### src/rtl/s9_pkg.sv
package s9_pkg;
   typedef enum logic [1:0] {
      KIND_CMD   = 2'd0,
      KIND_PARAM = 2'd1,
      KIND_IDRD  = 2'd2,
      KIND_BAD   = 2'd3
   } s9_kind_e;

   typedef enum logic [1:0] {
      PH_IDLE = 2'd0,
      PH_LOW  = 2'd1,
      PH_HIGH = 2'd2,
      PH_GAP  = 2'd3
   } s9_phase_e;
endpackage

### src/rtl/s9_tick.sv
module s9_tick #(
   parameter int HALF = 25
) (
   input  logic clk,
   input  logic rst_n,
   input  logic run,
   output logic tick
);
   generate
      if (HALF == 1) begin : g_direct
         assign tick = run;
      end else begin : g_count
         localparam int CW = $clog2(HALF);
         logic [CW-1:0] cnt;
         always_ff @(posedge clk or negedge rst_n) begin
            if (!rst_n) begin
               cnt <= '0;
            end else if (!run) begin
               cnt <= '0;
            end else if (cnt == CW'(HALF - 1)) begin
               cnt <= '0;
            end else begin
               cnt <= cnt + 1'b1;
            end
         end
         assign tick = run && (cnt == CW'(HALF - 1));
      end
   endgenerate
endmodule

### src/rtl/s9_shifter.sv
module s9_shifter
   import s9_pkg::*;
#(
   parameter int DATA_W = 8,
   localparam int WORD_W = DATA_W + 1,
   localparam int LW = $clog2(WORD_W + 1)
) (
   input  logic              clk,
   input  logic              rst_n,
   input  logic              start,
   input  logic [LW-1:0]     len,
   input  logic [WORD_W-1:0] tx,
   input  logic              tick,
   input  logic              sdi,
   output logic              cs_n,
   output logic              sclk,
   output logic              sdo,
   output logic [DATA_W-1:0] rx,
   output logic              run,
   output logic              word_done
);
   s9_phase_e         phase;
   logic [WORD_W-1:0] shreg;
   logic [LW-1:0]     left;

   assign run = (phase != PH_IDLE);
   assign sdo = shreg[WORD_W-1];

   always_ff @(posedge clk or negedge rst_n) begin
      if (!rst_n) begin
         phase     <= PH_IDLE;
         shreg     <= '0;
         left      <= '0;
         cs_n      <= 1'b1;
         sclk      <= 1'b0;
         rx        <= '0;
         word_done <= 1'b0;
      end else begin
         word_done <= 1'b0;
         case (phase)
            PH_IDLE: begin
               if (start) begin
                  phase <= PH_LOW;
                  shreg <= tx;
                  left  <= len;
                  cs_n  <= 1'b0;
               end
            end
            PH_LOW: begin
               if (tick) begin
                  sclk  <= 1'b1;
                  rx    <= {rx[DATA_W-2:0], sdi};
                  phase <= PH_HIGH;
               end
            end
            PH_HIGH: begin
               if (tick) begin
                  sclk <= 1'b0;
                  if (left == LW'(1)) begin
                     phase <= PH_GAP;
                     cs_n  <= 1'b1;
                     shreg <= '0;
                  end else begin
                     left  <= left - 1'b1;
                     shreg <= {shreg[WORD_W-2:0], 1'b0};
                     phase <= PH_LOW;
                  end
               end
            end
            default: begin
               if (tick) begin
                  phase     <= PH_IDLE;
                  word_done <= 1'b1;
               end
            end
         endcase
      end
   end
endmodule

### src/rtl/s9_link.sv
module s9_link
   import s9_pkg::*;
#(
   parameter int SYS_CLK_HZ = 50_000_000,
   parameter int SCLK_HZ    = 1_000_000,
   parameter int DATA_W     = 8,
   parameter int ID_OPCODE  = 4
) (
   input  logic              clk,
   input  logic              rst_n,
   input  logic              req_valid,
   input  logic [1:0]        req_kind,
   input  logic [DATA_W-1:0] req_byte,
   output logic              req_ready,
   output logic              spi_cs_n,
   output logic              spi_sclk,
   output logic              spi_sdo,
   input  logic              spi_sdi,
   output logic [DATA_W-1:0] rd_byte,
   output logic              done,
   output logic              err
);
   localparam int HALF   = SYS_CLK_HZ / (2 * SCLK_HZ);
   localparam int WORD_W = DATA_W + 1;
   localparam int LW     = $clog2(WORD_W + 1);

   generate
      if (HALF < 1) begin : g_bad_rate
         $error("s9_link: SCLK_HZ too high for SYS_CLK_HZ");
      end
      if (DATA_W < 2) begin : g_bad_width
         $error("s9_link: DATA_W must be at least 2");
      end
      if (ID_OPCODE < 0 || ID_OPCODE >= (1 << WORD_W)) begin : g_bad_op
         $error("s9_link: ID_OPCODE does not fit a word");
      end
   endgenerate

   logic              busy;
   logic              is_rd;
   logic [1:0]        step;
   logic              start;
   logic [WORD_W-1:0] tx;
   logic [LW-1:0]     len;
   logic              tick;
   logic              run;
   logic              word_done;
   logic [DATA_W-1:0] rx;

   assign req_ready = !busy;

   always_ff @(posedge clk or negedge rst_n) begin
      if (!rst_n) begin
         busy    <= 1'b0;
         is_rd   <= 1'b0;
         step    <= '0;
         start   <= 1'b0;
         tx      <= '0;
         len     <= '0;
         done    <= 1'b0;
         err     <= 1'b0;
         rd_byte <= '0;
      end else begin
         start <= 1'b0;
         done  <= 1'b0;
         err   <= 1'b0;
         if (!busy) begin
            if (req_valid) begin
               step <= '0;
               len  <= LW'(WORD_W);
               case (s9_kind_e'(req_kind))
                  KIND_CMD, KIND_PARAM: begin
                     tx    <= {req_kind == KIND_PARAM, req_byte};
                     is_rd <= 1'b0;
                     busy  <= 1'b1;
                     start <= 1'b1;
                  end
                  KIND_IDRD: begin
                     tx    <= WORD_W'(ID_OPCODE);
                     is_rd <= 1'b1;
                     busy  <= 1'b1;
                     start <= 1'b1;
                  end
                  default: begin
                     err <= 1'b1;
                  end
               endcase
            end
         end else if (word_done) begin
            if (!is_rd || step == 2'd2) begin
               busy <= 1'b0;
               done <= 1'b1;
               if (is_rd) begin
                  rd_byte <= rx;
               end
            end else begin
               step  <= step + 1'b1;
               start <= 1'b1;
               tx    <= '0;
               len   <= (step == 2'd0) ? LW'(WORD_W) : LW'(DATA_W);
            end
         end
      end
   end

   s9_tick #(.HALF(HALF)) u_tick (
      .clk  (clk),
      .rst_n(rst_n),
      .run  (run),
      .tick (tick)
   );

   s9_shifter #(.DATA_W(DATA_W)) u_shift (
      .clk      (clk),
      .rst_n    (rst_n),
      .start    (start),
      .len      (len),
      .tx       (tx),
      .tick     (tick),
      .sdi      (spi_sdi),
      .cs_n     (spi_cs_n),
      .sclk     (spi_sclk),
      .sdo      (spi_sdo),
      .rx       (rx),
      .run      (run),
      .word_done(word_done)
   );
endmodule

### config.mk
export PLATFORM = sky130hd
export DESIGN_NAME = s9_link
export DESIGN_NICKNAME = d
export VERILOG_FILES = /design/src/rtl/s9_pkg.sv /design/src/rtl/s9_tick.sv /design/src/rtl/s9_shifter.sv /design/src/rtl/s9_link.sv
export SDC_FILE = /design/constraint.sdc
export NUM_CORES = 1
export LEC_CHECK = 0
export ABC_AREA = 1
export ABC_CLOCK_PERIOD_IN_PS = 1900
export BUFFER_PORTS_ARGS = -buffer_cell sky130_fd_sc_hd__buf_4
export CORE_MARGIN = 10
export CORE_UTILIZATION = 50
export CTS_BUF_LIST = sky130_fd_sc_hd__clkbuf_8
export DETAILED_ROUTE_END_ITERATION = 10
export PLACE_DENSITY = 0.68
export RECOVER_POWER = 100
export SETUP_SLACK_MARGIN = 0.1
export SYNTH_ARGS = -nofsm -noshare
export SYNTH_HDL_FRONTEND = slang
export SYNTH_HIERARCHICAL = 1
export SYNTH_SLANG_ARGS = --single-unit
### constraint.sdc
create_clock -name clk -period 1.9 [get_ports clk]
set_clock_uncertainty 0.1 [all_clocks]
set_input_delay 0.475 -clock clk [delete_from_list [all_inputs] [get_ports clk]]
set_output_delay 0.475 -clock clk [all_outputs]
set_load 0.02 [all_outputs]
==> key figures, run 1 <==
Run status
  • Status: completed

Worst setup path
  • Max stage delay cell, worst path: nor2_1
  • Max incr delay on CP: 0.44 ns
  • Crit. End Element: register
  • Worst path top cell family by delay: simple AND/OR/NAND/NOR gates
  • Critical Path Start Type: register
  • Crit-path most repeated cell: nand2_4
  • Worst EP required: roughly 2.0 ns
  • Crit-path cells: inv_2 -> nand2_4 -> nor2_1 -> inv_1 -> nand2_4 -> o21ai_2
  • CP max FO: 18
  • Crit path buf inv count: 2
  • Critical path class: reg2reg
  • Critical Path AT: about 1.8 ns

Global route
  • Largest net degree at the start of global routing: 35
  • Overall Global Routing Usage: between 10% and 20%
  • Number of global-route vias before repair: ~2200
  • First-pass GRT wire length: 9591 um
  • Antenna violations before repair: 0
  • Total gr overflow: 0

Placed design
  • I/O Buffers: 27
  • Placer Congestion: around 0.83
  • Dpl cell area: just over 3000 um2
  • Dpl hpwl: 4003 um

Finish
  • Layout area overhead: 16.88%
  • Commonest non-fill, non-tap cell in the layout: nand2_1
  • Share of cells above drive strength 1: approximately 16%
  • Commonest non-fill, non-tap cells in the layout: nand2_1, dfrtp_1, inv_1, nand3_1, buf_4
  • Diode count: 0
  • Final Net Count: 400
  • Fin area: approximately 3200 um2
  • Post-Route Utilization: 59.56%

Logic synthesis
  • Syn Std Cell Area: between 2000 and 3000 um2
  • Post-Synth Simple-Gate Area: a little under a third
  • Synth unique cells: 31
  • Mux share of post-synthesis cell area: 0%
  • Syn avg cell area: roughly 8.3 um2
  • Ys Warns: 6
  • Post-Synth Adder-Cell Area: under 10%
  • Top cell type's share of synthesized area: about 51%
  • XOR/XNOR Fraction of Synth Area: 0.3160%
  • Area leader, netlist: dfrtp_1
  • Syn Inst Count: roughly 330
  • Post-synthesis register bit count: between 50 and 60
  • Largest family of logic cells by synthesized area: simple AND/OR/NAND/NOR gates
  • Sequential fraction of the synthesis area: about half
  • Synth Area in Compound Gates: under 10%
  • Largest cells by area after synthesis: dfrtp_1, nand2_1, nand3_1

Pwr
  • Final Power: 2.202 mW
  • Worst vdd ir: 0.5148 mV
  • P per Cell Area: slightly below 700 nW/um2
  • Lkg Pwr: around 1.8 nW

Drt
  • Residual DRC: 0
  • Wire length on met2: 2751 um
  • Pre-Repair DR Iteration Count: 4
  • WL met1: 2632 um
  • DR top layer: met4
  • Wire per inst: about 12 um
  • WL met3: 200 um
  • Via/cell ratio: 4.819
  • Antenna-violating nets left: 0
  • Routed vias: 2188
  • Drt total wl: between 5000 and 6000 um
  • Initial drt markers: approximately 120

Clocking
  • Clk buf depth: 2
  • CTS tree: yes
  • Clock-pin slew on the worst setup and hold paths: around 0.060 ns
  • Sink Count: 57
  • H-Tree Depth: 3
  • Root Driver: clkbuf_8
  • Clock Latency Late Sink: between 0.3 and 0.4 ns
  • CTS Buf Count: 9

Floorplan
  • Die Y: about 94 um
  • Die width: about 94 um
  • Ports: 28
  • Initial Util: between 50 and 60%
  • FP Rows: 27
  • Die area: about 9000 um2
  • Core ar.: 5439 um2

STA
  • Final Hold Fails: 0
  • Final period util: 91.39%
  • Unrepaired setup endpoints after global routing: yes
  • Minimum clock period: ~1.7 ns
  • Fin. max-slew vios: 0
  • WHS: around 0.28 ns
  • Post-route setup TNS: 0 ns
  • Maximum clock rate: between 0.5 and 0.6 GHz
  • Worst-margin pin slew: about 0.86 ns
  • Rel. slew slack: 42.94%
  • Setup violations, final: 0

Worst hold path
  • Hold crit path type: in2reg

Flow run
  • Maxcap violations: 0
==> worst paths after layout <==
check | startpoint | slack, ns | cells after the start | end
worst max-delay path | u_shift/phase[0] | 0.16 | 6 | u_shift/shreg[8]
worst min-delay path | spi_sdi | 0.28 | 3 | u_shift/rx[0]
worst max register to register | u_shift/phase[0] | 0.16 | 6 | u_shift/shreg[8]
worst min register to register | rd_byte[5] | 0.37 | 2 | rd_byte[5]
max in group asynchronous | rst_n | 0.30 | 3 | u_shift/left[1]
min in group asynchronous | rst_n | 0.70 | 2 | u_tick/g_count.cnt[3]
==> worst reg2reg max path: cells and delay by family, from the launching register on <==
family                 cells  cell delay (ns)
AND/OR/NAND/NOR            3             0.75
flip-flops                 1             0.41
buffers and inverters      2             0.29
AO/OA/AOI/OAI              1             0.07
==> cells in the mapped netlist <==
| library cell | count |
|---|---|
| ha_1 | 6 |
| nand2_4 | 4 |
| buf_6 | 3 |
| o21a_1 | 1 |
| o21ai_2 | 2 |
| conb_1 | 1 |
| clkbuf_8 | 1 |
| nand4_1 | 2 |
| nand2_2 | 5 |
| inv_1 | 38 |
| nand3b_1 | 1 |
| buf_8 | 2 |
| dfrtp_1 | 56 |
| o21ai_1 | 7 |
| nor2_1 | 15 |
| nand2_1 | 121 |
| nor2_4 | 1 |
| nand3_4 | 1 |
| xnor2_1 | 1 |
| nor2_2 | 4 |
| inv_2 | 2 |
| buf_2 | 1 |
| dfstp_2 | 1 |
| or2_0 | 1 |
| nor3b_1 | 1 |
| a21oi_1 | 1 |
| nor3_1 | 2 |
| o21ai_0 | 13 |
| a21oi_4 | 1 |
| or2_2 | 2 |
| nand3_1 | 36 |
==> repair_timing <==
action | in CTS | in global routing
setup buffers | 0 | 5
endpoints found under the setup margin | 20 | 23
gates resized for setup | 2 | 13
pin swaps | 0 | 3
endpoints found under the hold margin | 6 | 0
hold buffers | 1 | 0
gates cloned | 0 | 1
==> where the power goes <==
part           total, mW  switching (mW)  internal, mW
combinational     0.0787          0.0452        0.0336
clock              0.895           0.421         0.474
sequential          1.23         0.00524          1.22
==> cells by family after synthesis <==
logic type	Yosys count
simple gates	196
flops	57
buf+inv	47
compound gates	25
fa+ha+maj	6
xor+xnor	1
other cells	1
==> routing by layer <==
layer / GRT usage (%) / up-vias
met4: 7.481 / 0
met2: 22.65 / 33
met5: 0 / -
met1: 15.43 / 1019
li1: - / 1130
met3: 3.331 / 6
==> stage by stage <==
step,cells,setup slack (ns)
6_report,454,0.1637
5_1_grt,454,0.03526
4_1_cts,448,0.1125
3_5_place_dp,434,0.03044
3_3_place_gp,434,0.1239
2_1_floorplan,334,0.2552
==> layout make-up <==
cell class,count,area (um2)
repair buffers,41,277.8
flip-flops and latches,57,1428
well taps,72,90.09
fillers,512,2200
inverters,40,150.1
clock inverters,3,12.51
multi-input cells,231,1144
clock buffers,10,137.6
==> flip-flops by register name, summed over array words and instances (netlist names) <==
name and count:
step 2, u_shift/sclk 1, err 1, u_shift/phase 2, u_tick/g_count.cnt 5, is_rd 1, tx 9, u_shift/cs_n 1
u_shift/rx 8, rd_byte 8, u_shift/word_done 1, len 2, busy 1, done 1, u_shift/shreg 9, start 1
u_shift/left 4
No activity file was read; power rests on OpenSTA's default activity.
==> run 2, diff against run 1 <==
--- a/config.mk
+++ b/config.mk
@@ -8,6 +8,8 @@
 export ABC_AREA = 1
 export ABC_CLOCK_PERIOD_IN_PS = 1900
 export BUFFER_PORTS_ARGS = -buffer_cell sky130_fd_sc_hd__buf_4
+export CAP_MARGIN = 20
+export CORE_ASPECT_RATIO = 1.5
 export CORE_MARGIN = 10
 export CORE_UTILIZATION = 50
 export CTS_BUF_LIST = sky130_fd_sc_hd__clkbuf_8
==> key figures, run 2 (synthesis gave the netlist of run 1 again) <==
Run status
  • Status: completed

Placed design
  • Placed Cells: 431 (-0.69%)
  • Placer Congestion: 0.7861 (-5.3%)
  • Dpl hpwl: 3812 um (-4.8%)
  • I/O Buffers: 27 (unchanged)

STA
  • Final Hold Fails: 0 (unchanged)
  • Fin. max-slew vios: 0 (unchanged)
  • Post-route setup TNS: 0 ns (unchanged)
  • Setup violations, final: 0 (unchanged)
  • Maximum clock rate: 0.5649 GHz (-1.9%)
  • Final period util: 93.16% (+1.8 points)
  • Rel. slew slack: 7.882% (-35 points)
  • Unrepaired setup endpoints after global routing: no
  • Minimum clock period: 1.770 ns (+0.03376 ns)
  • Worst-margin pin slew: 1.382 ns (+0.5258 ns)

Clocking
  • Sink Count: 57 (unchanged)
  • Clock Latency Late Sink: 0.34 ns (about the same)
  • CTS Buf Count: 9 (unchanged)
  • Clock-pin slew on the worst setup and hold paths: 0.07 ns (about the same)
  • Post-CTS Hold Buffers: 0 (-1)
  • Root Driver: clkbuf_8
  • CTS tree: yes
  • Clk buf depth: 2 (unchanged)
  • H-Tree Depth: 3 (unchanged)

Finish
  • Final Net Count: 394 (-1.5%)
  • Commonest non-fill, non-tap cell in the layout: nand2_1
  • Regs by FF count: tx (9), u_shift/shreg (9)
  • Layout area overhead: 17.11%
  • Share of cells above drive strength 1: 15.57% (-0.66 points)
  • Diode count: 0 (unchanged)
  • Commonest non-fill, non-tap cells in the layout: nand2_1, dfrtp_1, inv_1, nand3_1, buf_4
  • Final Instance Count excl. Fillers: 449 (-1.1%)

Flow run
  • Maxcap violations: 0 (unchanged)

Floorplan
  • FP Rows: 33 (+22%)
  • Die width: 80.79 um (-14%)
  • Die area: 8982 um2 (+0.69%)
  • Die Y: 111.2 um (+18%)
  • Ports: 28 (unchanged)
  • Initial Util: 51.24% (+0.28 points)
  • Core ar.: 5409 um2 (-0.55%)

Worst setup path
  • Crit-path cells: inv_1 -> clkbuf_1
  • Worst EP required: 1.32 ns (-0.69 ns)
  • Critical Path Start Type: register
  • CP max FO: 6 (-12)
  • Max incr delay on CP: 0.44 ns (about the same)
  • Critical path class: reg2out
  • Max stage delay cell, worst path: dfrtp_1
  • Crit. End Element: output port
  • Crit path launch: busy
  • Critical Path AT: 1.20 ns (-0.64 ns)
  • RR Startpoint: u_tick/g_count.cnt[1]

Drt
  • Pre-Repair DR Iteration Count: 4 (unchanged)
  • Via/cell ratio: 4.831 (+0.24%)
  • Routed vias: 2169 (-0.87%)
  • Drt total wl: 5577 um (-1.5%)
  • Wire per inst: 12.42 um (-0.44%)
  • Initial drt markers: 106 (-15%)
  • Antenna-violating nets left: 0 (unchanged)
  • Residual DRC: 0 (unchanged)

Global route
  • Total gr overflow: 0 (unchanged)
  • Antenna violations before repair: 0 (unchanged)
  • Number of global-route vias before repair: 2058 (-6.0%)
  • Overall Global Routing Usage: 12.98% (-0.51 points)
  • Largest net degree at the start of global routing: 58 (+66%)
  • First-pass GRT wire length: 9404 um (-1.9%)

Pwr
  • Worst vdd ir: 0.4209 mV (-18%)
  • P per Cell Area: 828.0 nW/um2 (+22%)
  • Lkg Pwr: 1.754 nW (-1.1%)

Worst hold path
  • Hold_sp: spi_sdi
  • Hold crit path type: in2reg
[run 2: final timing paths]
kind,end,slack (ns),depth (start not counted)
min,u_shift/rx[0],0.29,3
min in group asynchronous,u_shift/rx[3],0.46,2
max,req_ready,0.13,2
max reg2reg,u_shift/left[2],0.20,11
min reg2reg,rd_byte[4],0.38,2
max in group asynchronous,u_shift/left[3],0.41,2
[run 2: per-layer routing]
layer	GRT usage, %	vias to the layer above	part of all wire (%)
met2	20.47	36	50
li1	-	1113	-
met3	2.760	11	3.4
met5	0	-	0
met4	7.764	0	2.4
met1	15.51	1009	44
[run 2: critical path: cells and delay by family, from the launching register on]
kind                   cells  cell delay, ns
flip-flops                 1            0.44
buffers and inverters      2            0.42
[run 2: what timing repair did]
action / CTS / global route
setup buffers: 0 / 1
pin swaps: 0 / 2
endpoints found under the setup margin: 10 / 13
gates resized for setup: 1 / 13
gates cloned: 0 / 1
[run 2: through the flow]
step	instance area, um2	utilization [%]	hold slack, ns	setup WS, ns	power, mW
final	3246	60.00	0.2855	0.1299	2.687
after floorplan	2775	-	0.07941	0.2552	1.272
after global placement	3048	56.35	0.3623	0.1397	1.328
after detailed placement	3048	56.35	0.3665	0.06113	1.329
after CTS	3294	60.91	0.02202	0.1139	2.718
after global routing	3246	60.00	0.2999	0.06395	2.777
[run 2: final cells by class]
| type | instances | area (um2) |
|---|---|---|
| clock buffer | 10 | 137.6 |
| clock inverter | 6 | 106.4 |
| fill | 518 | 2163 |
| inverter | 40 | 150.1 |
| multi-input combinational | 231 | 1132 |
| sequential | 57 | 1428 |
| tap | 70 | 87.58 |
| timing repair buffer | 35 | 203.9 |
[run 2: report_power, final]
group	internal, mW	switching (mW)
Combinational	0.0284	0.0428
Clock	0.899	0.490
Sequential	1.22	0.00510
==> run 3, diff against run 2 <==
--- a/config.mk
+++ b/config.mk
@@ -14,6 +14,7 @@
 export CORE_UTILIZATION = 50
 export CTS_BUF_LIST = sky130_fd_sc_hd__clkbuf_8
 export DETAILED_ROUTE_END_ITERATION = 10
+export GPL_ROUTABILITY_DRIVEN = 1
 export PLACE_DENSITY = 0.68
 export RECOVER_POWER = 100
 export SETUP_SLACK_MARGIN = 0.1
==> constraint.sdc (replaced) <==
create_clock -name clk -period 1.9 [get_ports clk]
set_clock_uncertainty 0.1 [all_clocks]
set_input_delay 0.475 -clock clk [delete_from_list [all_inputs] [get_ports clk]]
set_output_delay 0.475 -clock clk [all_outputs]
set_load 0.1 [all_outputs]
==> key figures, run 3 (synthesis gave the netlist of run 1 again) <==
Placed design
  • I/O Buffers: 27 (unchanged)
  • Placer Congestion: 0.7568 (-3.7%)
  • Dpl hpwl: 3925 um (+3.0%)
  • Placed Cells: 430 (-0.23%)
  • Setup slack after placement: 0.01987 ns (-0.04125 ns)
  • Dpl cell area: 3044 um2 (-0.12%)

STA
  • Fin. max-slew vios: 0 (unchanged)
  • Final period util: 93.29% (+0.13 points)
  • Maximum clock rate: 0.5641 GHz (-0.14%)
  • WHS: 0.2651 ns (-0.02034 ns)
  • Final Hold Fails: 0 (unchanged)
  • Worst-margin pin slew: 0.6793 ns (-0.7025 ns)
  • Post-route setup TNS: 0 ns (unchanged)
  • Setup violations, final: 0 (unchanged)
  • Unrepaired setup endpoints after global routing: no
  • Rel. slew slack: 54.71% (+47 points)
  • Minimum clock period: 1.773 ns (+0.002498 ns)
  • Final setup margin: 0.1274 ns (-0.002498 ns)

Floorplan
  • Initial Util: 51.24% (unchanged)
  • Core ar.: 5409 um2 (unchanged)
  • Die width: 80.79 um (unchanged)
  • Die Y: 111.2 um (unchanged)
  • FP Rows: 33 (unchanged)
  • Ports: 28 (unchanged)
  • Die area: 8982 um2 (unchanged)

Global route
  • Largest net degree at the start of global routing: 33 (-43%)
  • Antenna violations before repair: 0 (unchanged)
  • Total gr overflow: 0 (unchanged)
  • Overall Global Routing Usage: 13.19% (+0.21 points)
  • First-pass GRT wire length: 9535 um (+1.4%)
  • M1 GR Usage: 15.02% (-0.49 points)
  • Grt met3 use: 4.951% (+2.2 points)
  • Met2 Use GR: 20.95% (+0.48 points)
  • Gr busiest metal: met2
  • Number of global-route vias before repair: 2145 (+4.2%)

Finish
  • Area of the multi-input gates: 1130 um2 (-0.22%)
  • Layout area overhead: 17.61%
  • Share of cells above drive strength 1: 19.32% (+3.8 points)
  • FF/Latch Area: 1429 um2 (about the same)
  • Fin area: 3259 um2 (+0.42%)
  • Commonest non-fill, non-tap cell in the layout: nand2_1
  • Commonest non-fill, non-tap cells in the layout: nand2_1, dfrtp_1, inv_1, nand3_1, buf_4
  • Final Instance Count excl. Fillers: 453 (+0.89%)
  • Post-Route Utilization: 60.26% (+0.25 points)
  • Final-layout fill cell count: 506 (-2.3%)
  • Diode count: 0 (unchanged)
  • Regs by FF count: tx (9), u_shift/shreg (9)
  • Final Net Count: 398 (+1.0%)

Pwr
  • P per Cell Area: 714.0 nW/um2 (-14%)
  • Worst vdd ir: 0.4775 mV (+13%)
  • Final Power: 2.327 mW (-13%)
  • Lkg Pwr: 1.786 nW (+1.8%)

Drt
  • Pre-Repair DR Iteration Count: 4 (unchanged)
  • Antenna-violating nets left: 0 (unchanged)
  • Initial drt markers: 123 (+16%)
  • Via/cell ratio: 4.874 (+0.90%)
  • Routed vias: 2208 (+1.8%)
  • Drt total wl: 5470 um (-1.9%)
  • Residual DRC: 0 (unchanged)
  • Wire per inst: 12.08 um (-2.8%)

Clocking
  • CTS tree: yes
  • CTS Buf Count: 9 (unchanged)
  • Sink Count: 57 (unchanged)
  • Clock-pin slew on the worst setup and hold paths: 0.06 ns (about the same)
  • Root Driver: clkbuf_8
  • Clk buf depth: 2 (unchanged)
  • Clock Latency Late Sink: 0.34 ns (about the same)
  • H-Tree Depth: 3 (unchanged)

Worst setup path
  • Critical path class: reg2out
  • Critical Path Start Type: register
  • CP max FO: 2 (-4)
  • Crit. End Element: output port
  • Max incr delay on CP: 0.53 ns (+0.09 ns)
  • Crit-path cells: clkbuf_4
  • Critical Path AT: 1.20 ns (about the same)
  • Worst path top cell family by delay: flip-flops
  • Crit path buf inv count: 1 (-1)
  • Worst EP required: 1.32 ns (about the same)
  • Max stage delay cell, worst path: dfstp_2

Run status
  • Status: completed

Flow run
  • Maxcap violations: 0 (unchanged)

Worst hold path
  • Hold crit path type: in2reg
-- run 3: metal layers --
layer / part of all wire [%] / routed length (um) / vias up
met4: 2.0 / 110 / 0
met3: 5.9 / 321 / 10
met2: 49 / 2688 / 46
li1: - / - / 1130
met5: 0 / 0 / -
met1: 43 / 2350 / 1022
-- run 3: report_power, final --
| part | internal [mW] | switching [mW] |
|---|---|---|
| clock | 0.561 | 0.455 |
| combinational | 0.0328 | 0.0504 |
| sequential | 1.22 | 0.00576 |
| total | 1.82 | 0.511 |
-- run 3: worst paths after layout --
kind / slack (ns) / endpoint / startpoint / cells past startpoint
worst max-delay path: 0.13 / spi_cs_n / u_shift/cs_n / 1
worst min-delay path: 0.27 / u_shift/rx[0] / spi_sdi / 3
worst max register to register: 0.18 / u_shift/shreg[5] / u_tick/g_count.cnt[1] / 12
worst min register to register: 0.37 / len[3] / len[3] / 1
max in group asynchronous: 0.43 / u_shift/cs_n / rst_n / 3
min in group asynchronous: 0.60 / u_shift/rx[2] / rst_n / 2
-- run 3: layout make-up --
| cell class | instances | area share [%] |
|---|---|---|
| Sequential cell | 57 | 43.84 |
| Multi-Input combinational cell | 231 | 34.66 |
| Timing Repair Buffer | 39 | 8.560 |
| Clock buffer | 12 | 5.067 |
| Inverter | 40 | 4.722 |
| Tap cell | 70 | 2.687 |
| Clock inverter | 4 | 0.4607 |
-- run 3: tightest hold or removal path, delay by kind of cell --
family / cells / cell delay, ns
AND/OR/NAND/NOR: 2 / 0.12
buffers and inverters: 1 / 0.08
-- run 3: repair_timing --
action / CTS / global route
pin swaps: 1 / 6
gates cloned: 1 / 0
hold endpoints to repair: 25 / 0
hold buffers: 1 / 0
setup endpoints to repair: 12 / 20
buffers inserted: 0 / 5
gates resized for setup: 3 / 15
